==> src/rtl/psram_pkg.sv <==
package psram_pkg;

  typedef enum logic [1:0] {
    OP_RD  = 2'd0,
    OP_WR  = 2'd1,
    OP_RMW = 2'd2
  } op_e;

  typedef enum logic [1:0] {
    ST_IDLE,
    ST_ACC,
    ST_RF_LOW,
    ST_RF_PRE
  } st_e;

  // Round a nanosecond minimum up to whole clock cycles, never below one.
  function automatic int ns2cyc(input int ns, input int per);
    int c;
    c = (ns + per - 1) / per;
    return (c < 1) ? 1 : c;
  endfunction

  function automatic int imax(input int a, input int b);
    return (a > b) ? a : b;
  endfunction

endpackage

==> src/rtl/psram_satcnt.sv <==
// Cycles since chip enable last rose, saturating at MAXV.
module psram_satcnt #(
  parameter int MAXV = 7,
  parameter int W    = 4
) (
  input  logic         clk,
  input  logic         rst,
  input  logic         clr,
  output logic [W-1:0] cnt
);
  always_ff @(posedge clk) begin
    if (rst)                 cnt <= W'(MAXV);
    else if (clr)            cnt <= W'(1);
    else if (cnt < W'(MAXV)) cnt <= cnt + W'(1);
  end
endmodule

==> src/rtl/psram_dqpath.sv <==
// Write-data register, data driver enable and read capture.
module psram_dqpath #(
  parameter int DATA_W = 8
) (
  input  logic              clk,
  input  logic              rst,
  input  logic              load,
  input  logic [DATA_W-1:0] wdata,
  input  logic              drv_set,
  input  logic              drv_clr,
  input  logic              cap,
  input  logic [DATA_W-1:0] dq_i,
  output logic [DATA_W-1:0] dq_o,
  output logic              dq_oe,
  output logic [DATA_W-1:0] rdata
);
  always_ff @(posedge clk) begin
    if (rst) begin
      dq_o  <= '0;
      dq_oe <= 1'b0;
      rdata <= '0;
    end else begin
      if (load)         dq_o  <= wdata;
      if (drv_set)      dq_oe <= 1'b1;
      else if (drv_clr) dq_oe <= 1'b0;
      if (cap)          rdata <= dq_i;
    end
  end
endmodule

==> src/rtl/psram_fsm.sv <==
// Strobe sequencer and refresh arbiter; all timings in clock cycles.
module psram_fsm
  import psram_pkg::*;
#(
  parameter int ADDR_W = 19,
  parameter int PC_W   = 4,
  parameter int C_RC   = 16,
  parameter int C_RMW  = 22,
  parameter int C_CP   = 7,
  parameter int C_AH   = 2,
  parameter int C_CEA  = 8,
  parameter int C_OEA  = 3,
  parameter int C_OHZ  = 3,
  parameter int C_CW   = 8,
  parameter int C_WP   = 3,
  parameter int C_DW   = 2,
  parameter int C_RFD  = 7,
  parameter int C_FAP  = 8,
  parameter int C_FP   = 4,
  parameter int C_FC   = 16
) (
  input  logic              clk,
  input  logic              rst,
  input  logic              req_valid,
  input  logic [1:0]        req_op,
  input  logic [ADDR_W-1:0] req_addr,
  output logic              req_ready,
  input  logic              rfsh_req,
  output logic              rfsh_ack,
  input  logic [PC_W-1:0]   pc_val,
  output logic              pc_clr,
  output logic              ce_n,
  output logic              we_n,
  output logic              oe_n,
  output logic [ADDR_W-1:0] addr,
  output logic              load,
  output logic              drv_set,
  output logic              drv_clr,
  output logic              cap,
  output logic              done
);
  // Edge numbers counted from the chip-enable fall (edge 1 = first edge after it).
  localparam int L_RD  = imax(imax(C_CEA, C_OEA), imax(C_RC - C_CP, C_AH));
  localparam int W_WR  = imax(C_WP + 1, C_DW + 2);
  localparam int E_WR  = imax(W_WR + 1, imax(C_RC - C_CP, imax(C_CW, C_AH)));
  localparam int R_M   = imax(imax(C_CEA, C_OEA), C_AH);
  localparam int D_M   = R_M + imax(C_OHZ, 2);
  localparam int W_M   = imax(R_M + 1 + C_WP, D_M + C_DW);
  localparam int E_M   = imax(W_M + 1, imax(C_RMW - C_CP, C_CW));
  localparam int L_FP  = imax(C_FP, C_FC - C_FAP);
  localparam int GO_RF = imax(C_CP, C_RFD);
  localparam int MAXE  = imax(imax(E_M, E_WR), imax(L_RD, imax(C_FAP, L_FP)));
  localparam int CW    = $clog2(MAXE + 1) + 1;

  st_e           st;
  op_e           op;
  op_e           op_in;
  logic [CW-1:0] cnt;
  logic          pend;
  logic          rf_go, accept, end_acc, we_fall, we_rise, oe_rise;

  assign op_in   = (req_op == 2'd1) ? OP_WR : (req_op == 2'd2) ? OP_RMW : OP_RD;
  assign rf_go   = (st == ST_IDLE) && pend && (pc_val >= PC_W'(GO_RF));
  assign req_ready = (st == ST_IDLE) && (pc_val >= PC_W'(C_CP)) && !pend && !rfsh_req;
  assign accept  = req_valid && req_ready;
  assign load    = accept;

  always_comb begin
    end_acc = 1'b0;
    we_fall = 1'b0;
    we_rise = 1'b0;
    oe_rise = 1'b0;
    drv_set = 1'b0;
    cap     = 1'b0;
    if (st == ST_ACC) begin
      case (op)
        OP_WR: begin
          we_fall = (cnt == CW'(1));
          drv_set = (cnt == CW'(2));
          we_rise = (cnt == CW'(W_WR));
          end_acc = (cnt == CW'(E_WR));
        end
        OP_RMW: begin
          cap     = (cnt == CW'(R_M));
          oe_rise = (cnt == CW'(R_M));
          we_fall = (cnt == CW'(R_M + 1));
          drv_set = (cnt == CW'(D_M));
          we_rise = (cnt == CW'(W_M));
          end_acc = (cnt == CW'(E_M));
        end
        default: begin
          cap     = (cnt == CW'(L_RD));
          end_acc = (cnt == CW'(L_RD));
        end
      endcase
    end
  end

  assign drv_clr = end_acc;
  assign pc_clr  = end_acc;

  always_ff @(posedge clk) begin
    if (rst) begin
      st       <= ST_IDLE;
      op       <= OP_RD;
      cnt      <= '0;
      pend     <= 1'b0;
      ce_n     <= 1'b1;
      we_n     <= 1'b1;
      oe_n     <= 1'b1;
      addr     <= '0;
      done     <= 1'b0;
      rfsh_ack <= 1'b0;
    end else begin
      done     <= 1'b0;
      rfsh_ack <= 1'b0;
      pend     <= (pend && !rf_go) || rfsh_req;
      case (st)
        ST_IDLE: begin
          if (rf_go) begin
            oe_n <= 1'b0;
            cnt  <= CW'(1);
            st   <= ST_RF_LOW;
          end else if (accept) begin
            op   <= op_in;
            addr <= req_addr;
            ce_n <= 1'b0;
            oe_n <= (op_in == OP_WR);
            cnt  <= CW'(1);
            st   <= ST_ACC;
          end
        end
        ST_ACC: begin
          cnt <= cnt + CW'(1);
          if (we_fall) we_n <= 1'b0;
          if (we_rise) we_n <= 1'b1;
          if (oe_rise) oe_n <= 1'b1;
          if (end_acc) begin
            ce_n <= 1'b1;
            oe_n <= 1'b1;
            done <= 1'b1;
            st   <= ST_IDLE;
          end
        end
        ST_RF_LOW: begin
          cnt <= cnt + CW'(1);
          if (cnt == CW'(C_FAP)) begin
            oe_n <= 1'b1;
            cnt  <= CW'(1);
            st   <= ST_RF_PRE;
          end
        end
        default: begin
          cnt <= cnt + CW'(1);
          if (cnt == CW'(L_FP)) begin
            rfsh_ack <= 1'b1;
            st       <= ST_IDLE;
          end
        end
      endcase
    end
  end

  // a refresh pulse never starts while a host access is in progress
  p_rf_from_idle_r9: assert property (@(posedge clk) disable iff (rst)
    (st == ST_RF_LOW) |-> ce_n);

  // done is a single-cycle pulse
  p_done_pulse_r2: assert property (@(posedge clk) disable iff (rst)
    done |=> !done);

endmodule

==> src/rtl/psram_ctrl.sv <==
module psram_ctrl
  import psram_pkg::*;
#(
  parameter int ADDR_W        = 19,
  parameter int DATA_W        = 8,
  parameter int CLK_PERIOD_NS = 10,
  parameter int T_RC_NS       = 160,
  parameter int T_RMW_NS      = 220,
  parameter int T_CP_NS       = 70,
  parameter int T_AH_NS       = 20,
  parameter int T_CEA_NS      = 80,
  parameter int T_OEA_NS      = 30,
  parameter int T_OHZ_NS      = 25,
  parameter int T_CW_NS       = 80,
  parameter int T_WP_NS       = 25,
  parameter int T_DW_NS       = 20,
  parameter int T_RFD_NS      = 70,
  parameter int T_FAP_NS      = 80,
  parameter int T_FP_NS       = 40,
  parameter int T_FC_NS       = 160
) (
  input  logic              clk,
  input  logic              rst,
  input  logic              req_valid,
  output logic              req_ready,
  input  logic [1:0]        req_op,
  input  logic [ADDR_W-1:0] req_addr,
  input  logic [DATA_W-1:0] req_wdata,
  output logic              rsp_done,
  output logic [DATA_W-1:0] rsp_rdata,
  input  logic              rfsh_req,
  output logic              rfsh_ack,
  output logic [ADDR_W-1:0] mem_addr,
  output logic              mem_ce_n,
  output logic              mem_we_n,
  output logic              mem_oe_rf_n,
  output logic [DATA_W-1:0] mem_dq_o,
  output logic              mem_dq_oe,
  input  logic [DATA_W-1:0] mem_dq_i
);
  localparam int C_RC   = ns2cyc(T_RC_NS,  CLK_PERIOD_NS);
  localparam int C_RMW  = ns2cyc(T_RMW_NS, CLK_PERIOD_NS);
  localparam int C_CP   = ns2cyc(T_CP_NS,  CLK_PERIOD_NS);
  localparam int C_AH   = ns2cyc(T_AH_NS,  CLK_PERIOD_NS);
  localparam int C_CEA  = ns2cyc(T_CEA_NS, CLK_PERIOD_NS);
  localparam int C_OEA  = ns2cyc(T_OEA_NS, CLK_PERIOD_NS);
  localparam int C_OHZ  = ns2cyc(T_OHZ_NS, CLK_PERIOD_NS);
  localparam int C_CW   = ns2cyc(T_CW_NS,  CLK_PERIOD_NS);
  localparam int C_WP   = ns2cyc(T_WP_NS,  CLK_PERIOD_NS);
  localparam int C_DW   = ns2cyc(T_DW_NS,  CLK_PERIOD_NS);
  localparam int C_RFD  = ns2cyc(T_RFD_NS, CLK_PERIOD_NS);
  localparam int C_FAP  = ns2cyc(T_FAP_NS, CLK_PERIOD_NS);
  localparam int C_FP   = ns2cyc(T_FP_NS,  CLK_PERIOD_NS);
  localparam int C_FC   = ns2cyc(T_FC_NS,  CLK_PERIOD_NS);
  localparam int PC_MAX = imax(C_CP, C_RFD);
  localparam int PC_W   = $clog2(PC_MAX + 1) + 1;

  logic [PC_W-1:0] pc_val;
  logic            pc_clr, load, drv_set, drv_clr, cap;

  psram_satcnt #(.MAXV(PC_MAX), .W(PC_W)) u_pchg (
    .clk (clk),
    .rst (rst),
    .clr (pc_clr),
    .cnt (pc_val)
  );

  psram_fsm #(
    .ADDR_W(ADDR_W), .PC_W(PC_W),
    .C_RC(C_RC), .C_RMW(C_RMW), .C_CP(C_CP), .C_AH(C_AH),
    .C_CEA(C_CEA), .C_OEA(C_OEA), .C_OHZ(C_OHZ), .C_CW(C_CW),
    .C_WP(C_WP), .C_DW(C_DW), .C_RFD(C_RFD), .C_FAP(C_FAP),
    .C_FP(C_FP), .C_FC(C_FC)
  ) u_fsm (
    .clk       (clk),
    .rst       (rst),
    .req_valid (req_valid),
    .req_op    (req_op),
    .req_addr  (req_addr),
    .req_ready (req_ready),
    .rfsh_req  (rfsh_req),
    .rfsh_ack  (rfsh_ack),
    .pc_val    (pc_val),
    .pc_clr    (pc_clr),
    .ce_n      (mem_ce_n),
    .we_n      (mem_we_n),
    .oe_n      (mem_oe_rf_n),
    .addr      (mem_addr),
    .load      (load),
    .drv_set   (drv_set),
    .drv_clr   (drv_clr),
    .cap       (cap),
    .done      (rsp_done)
  );

  psram_dqpath #(.DATA_W(DATA_W)) u_dq (
    .clk     (clk),
    .rst     (rst),
    .load    (load),
    .wdata   (req_wdata),
    .drv_set (drv_set),
    .drv_clr (drv_clr),
    .cap     (cap),
    .dq_i    (mem_dq_i),
    .dq_o    (mem_dq_o),
    .dq_oe   (mem_dq_oe),
    .rdata   (rsp_rdata)
  );

  // write enable never overlaps the shared output-enable/refresh strobe
  p_we_oe_excl_r10: assert property (@(posedge clk) disable iff (rst)
    !mem_we_n |-> mem_oe_rf_n);

  // write enable only under chip enable
  p_we_under_ce_r10: assert property (@(posedge clk) disable iff (rst)
    !mem_we_n |-> !mem_ce_n);

  // driver only inside chip enable with memory outputs disabled
  p_drive_window_r4: assert property (@(posedge clk) disable iff (rst)
    mem_dq_oe |-> (!mem_ce_n && mem_oe_rf_n));

  // driver turns on only after write enable has already been low
  p_drive_after_we_r4: assert property (@(posedge clk) disable iff (rst)
    $rose(mem_dq_oe) |-> ($past(mem_we_n) == 1'b0));

  // data still driven in the cycle write enable rises
  p_data_hold_r4: assert property (@(posedge clk) disable iff (rst)
    (!mem_ce_n && $rose(mem_we_n)) |-> mem_dq_oe);

  // address steady while chip enable stays low
  p_addr_stable_r7: assert property (@(posedge clk) disable iff (rst)
    (!mem_ce_n && !$past(mem_ce_n)) |-> $stable(mem_addr));

  // an access never begins while the refresh strobe is low
  p_ce_fall_no_rf_r8: assert property (@(posedge clk) disable iff (rst)
    $fell(mem_ce_n) |-> $past(mem_oe_rf_n));

endmodule

==> config.mk <==
export PLATFORM = sky130hd
export DESIGN_NAME = psram_ctrl
export DESIGN_NICKNAME = d
export VERILOG_FILES = /design/src/rtl/psram_pkg.sv /design/src/rtl/psram_satcnt.sv /design/src/rtl/psram_dqpath.sv /design/src/rtl/psram_fsm.sv /design/src/rtl/psram_ctrl.sv
export SDC_FILE = /design/constraint.sdc
export NUM_CORES = 1
export LEC_CHECK = 0
export ABC_CLOCK_PERIOD_IN_PS = 5300
export BUFFER_PORTS_ARGS = -buffer_cell sky130_fd_sc_hd__buf_4
export CORE_MARGIN = 1.5
export CORE_UTILIZATION = 50
export CTS_CLUSTER_SIZE = 28
export DETAILED_ROUTE_END_ITERATION = 12
export HOLD_SLACK_MARGIN = 0.12
export PLACE_DENSITY = 0.89
export SYNTH_ARGS = -nofsm -noshare
export SYNTH_HDL_FRONTEND = slang
export SYNTH_HIERARCHICAL = 1
export SYNTH_SLANG_ARGS = --single-unit
==> constraint.sdc <==
create_clock -name clk -period 5.3 [get_ports clk]
set_clock_uncertainty 0.1 [all_clocks]
set_input_delay 1.06 -clock clk [delete_from_list [all_inputs] [get_ports clk]]
set_output_delay 1.06 -clock clk [all_outputs]
set_load 0.1 [all_outputs]
==> summary.md <==
The floorplan has 25 rows. The final clock period utilization by the worst path is 0.5528, and the clock latency at the later pin of the worst-skew pair is 300 ps. The logs give 0.6335 for the normalized max-slew margin and 0 for the count of maximum capacitance violations. Leaving out fill and tap cells, the most frequent cell in the layout is sky130_fd_sc_hd__buf_4.

The via count of the first global-routing pass is 1951, and the average size of a mapped cell is 9.568 µm². The run gives 0 as the max-slew violation count. For the post-synthesis instance area, the log shows 2469 µm².

During I/O placement, the number of pins put on the boundary was 83. The simple-gate area share of the yosys netlist was 0.1784; the total design power was 1.459 mW. Counting every instance in the synthesized netlist gives 258.

The first detailed-routing pass took 4 iterations. The post-cts repair resize count was 0; the net count of the finished layout was 384. Compared with the post-synthesis result, the final layout area differs by 29.45%. The tools report the post-detailed-placement half-perimeter wirelength as 3.989 mm.

For the number of filler cells placed in the layout, the log shows 401. The analysis attributes to cell leakage a power of 1.499 nW. Yosys mapped a number of flops with a built-in enable equal to 0.

On the worst path, the slowest cell contributes a delay of 440 ps. The total track usage was 0.2002; the final-layout worst hold slack was 386.0 ps. The number of hold buffers added after CTS was 0. The top cell types in the final layout, fill and taps aside, are sky130_fd_sc_hd__buf_4 (83), sky130_fd_sc_hd__dfxtp_1 (55), sky130_fd_sc_hd__nor2_1 (41), sky130_fd_sc_hd__mux2i_1 (39), sky130_fd_sc_hd__inv_1 (14). The tools report the master cell of the clock root buffer as sky130_fd_sc_hd__clkbuf_8. Counting instances, the worst hold path has a depth of 2. The floorplan step defined a die boundary enclosing 5368 µm².

Traced cell by cell, the critical path runs through inv_1 -> ha_1 -> nand2_1 -> nor3_1 -> buf_4. The data required time of the critical path was 4140 ps. The xor/xnor share of the synthesized area works out to 0.003548. For the number of buffers inserted by post-CTS setup repair, the log shows 0. The proportion of synthesized flip-flops having asynchronous set or reset is 0, and the total overflow reported by the global router is 0. The detailed router's first-iteration violation count is 122, and the area of placed instances is 3084 µm². The synthesized-area fraction occupied by ao, oa, aoi and oai cells was 0.1049; the cell count of the worst reg-to-reg path was 7. Entering global routing, the biggest net connects 55 pins.

The run gives 0 as the number of failing setup endpoints in the final timing report. The run gives 0.5192 as the initial standard-cell utilization of the core. The total power divided by cell area is 456.4 nW/µm². At the pin with the least slew margin, the transition time is 549.8 ps. The largest fanout on the critical path was 15. The fraction of layout cells with a size suffix above 1 works out to 0.2814. Dividing the detail-routed wire length by the instance count gives 13.55 µm. Post-detailed-route count of antenna-violating nets: 0. Setup repair after global routing left no endpoint under its margin. The die is 73.27 µm wide.

The H-tree generated during clock tree synthesis spans 2 levels. The path category of the worst min-delay check was flip-flop to flip-flop. The cell with the largest stage delay on the worst path is sky130_fd_sc_hd__ha_1. After detailed routing, the number of vias per cell comes to 5.289. By startpoint and endpoint, the worst setup path is classified as flip-flop to primary output. The initial antenna violation count was 0; the clock transition time at the flip-flop clock pins of the worst setup and hold paths was 90 ps.

The tree built by TritonCTS fans out to 55 sinks. In the routed design, unresolved DRC markers number 0. The first global-routing pass estimated 8.411 mm of wire. The routed design has 5.432 mm of wire. Counting flops and latches in the post-synthesis netlist gives 55. Yosys printed 6 warnings. Synthesis produced a netlist with a net count of 309. The worst setup path is launched from a flip-flop. Maximum operating frequency: 341.3 MHz. TritonCTS created 5 clock buffers. Portion of the post-synthesis area used by sequential elements: 0.4460. The total of buffers placed on input and output ports is 82.

The logs give 0 for the diode insertion count for antenna repair and 1770 ps for the arrival time reported for the critical path endpoint. The worst setup path is captured at a primary output. The number of hold violations in the final report was 0; the minimum clock period was 2930 ps.

The share of cell area taken by muxes after synthesis was 0.1581. For the setup TNS, the log shows 0 ps. The total area inside the core boundary comes to 4755 µm². The run finished with clean final reports. The post-synthesis adder-cell area fraction came out at 0.05068. The clock passes through at most 2 buffers. Among all flip-flop cells after synthesis, the most frequent one is sky130_fd_sc_hd__dfxtp_1.

From bottom edge to top edge, the die measures 73.27 µm. Detailed routing inserted a total of 2121 vias. Yosys mapped the design onto 46 distinct sky130hd cell types. By area, the combinational part of the netlist is dominated by simple AND/OR/NAND/NOR gates.

IR analysis of the VDD net gives a maximum drop of 403.2 µV. The tools report the finished layout cell area as 3196 µm². TritonCTS built the clock tree. Routability-driven placement finished with a final weighted congestion of 0.8793.
-- sequential cells by signal, indices dropped and copies added, names as in the netlist --
signal,count
u_dq/dq_oe,1
u_fsm/ce_n,1
u_fsm/we_n,1
u_fsm/done,1
u_fsm/addr,19
u_fsm/pend,1
u_fsm/rfsh_ack,1
u_fsm/cnt,5
u_fsm/st,2
u_dq/dq_o,8
u_pchg/cnt,4
u_fsm/op,2
u_dq/rdata,8
u_fsm/oe_n,1
-- report_power, final --
| group | switching (mW) | total (mW) | leakage [nW] | internal (mW) |
|---|---|---|---|---|
| clock network | 0.133 | 0.276 | 0.0558 | 0.143 |
| registers | 0.0407 | 0.505 | 0.447 | 0.464 |
| logic | 0.453 | 0.678 | 0.997 | 0.225 |
-- area by class of cell --
type                       instances  area [µm²]  share of cell area
multi-input combinational        174        1224              0.3829
sequential                        55        1101              0.3446
timing repair buffer              83       623.1              0.1950
tap                               67       83.83             0.02623
clock buffer                       6       72.57             0.02271
inverter                          14       52.55             0.01644
clock inverter                     2       38.79             0.01214
-- per-layer routing --
metal  wire [µm]  track usage
met4          46      0.06499
met3         403      0.06584
met1        2349       0.2481
met2        2633       0.3283
met5           0            0
-- logic make-up after synthesis --
| logic type | after synthesis |
|---|---|
| AO/OA/AOI/OAI | 37 |
| XOR/XNOR | 1 |
| adder cells (fa/ha/maj) | 10 |
| buffers and inverters | 29 |
| flip-flops | 55 |
| multiplexers | 39 |
| AND/OR/NAND/NOR | 87 |
-- synth_stat cells, types with 4 or more instances --
cell	number	share of area
sky130_fd_sc_hd__mux2i_1	39	0.16
sky130_fd_sc_hd__dfxtp_1	55	0.45
sky130_fd_sc_hd__nor3_1	4	0.0081
sky130_fd_sc_hd__buf_2	4	0.0081
sky130_fd_sc_hd__ha_1	10	0.051
sky130_fd_sc_hd__nor2_1	41	0.062
sky130_fd_sc_hd__a31oi_1	4	0.010
sky130_fd_sc_hd__clkbuf_1	6	0.0091
sky130_fd_sc_hd__o21bai_1	4	0.012
sky130_fd_sc_hd__inv_1	14	0.021
sky130_fd_sc_hd__nand2_1	13	0.020
sky130_fd_sc_hd__a21oi_1	9	0.018
-- critical path: cells and delay by family, from the launching register on --
family | cells | cell delay, ps
DFF | 1 | 330
adders and majority gates | 1 | 440
buffers and inverters | 2 | 400
and+or+nand+nor | 2 | 290
-- per-stage QoR --
stage | util | worst slack (ps) | std cells
finish | 0.6721 | 2370 | 401
global route | 0.6721 | 2230 | 401
CTS | 0.6721 | 2367 | 401
detailed placement | 0.6487 | 2482 | 393
global placement | 0.6487 | 2483 | 393
floorplan | - | 1017 | 258
-- path summary, 6_finish.rpt --
path	slack (ps)	startpoint	endpoint
worst max-delay path	2370	u_fsm/st[0]	req_ready
worst min-delay path	390	u_dq/dq_oe	u_dq/dq_oe
worst max register to register	3080	u_fsm/st[0]	u_dq/dq_o[5]
worst min register to register	390	u_dq/dq_oe	u_dq/dq_oe
No activity file was read; power rests on OpenSTA's default activity.
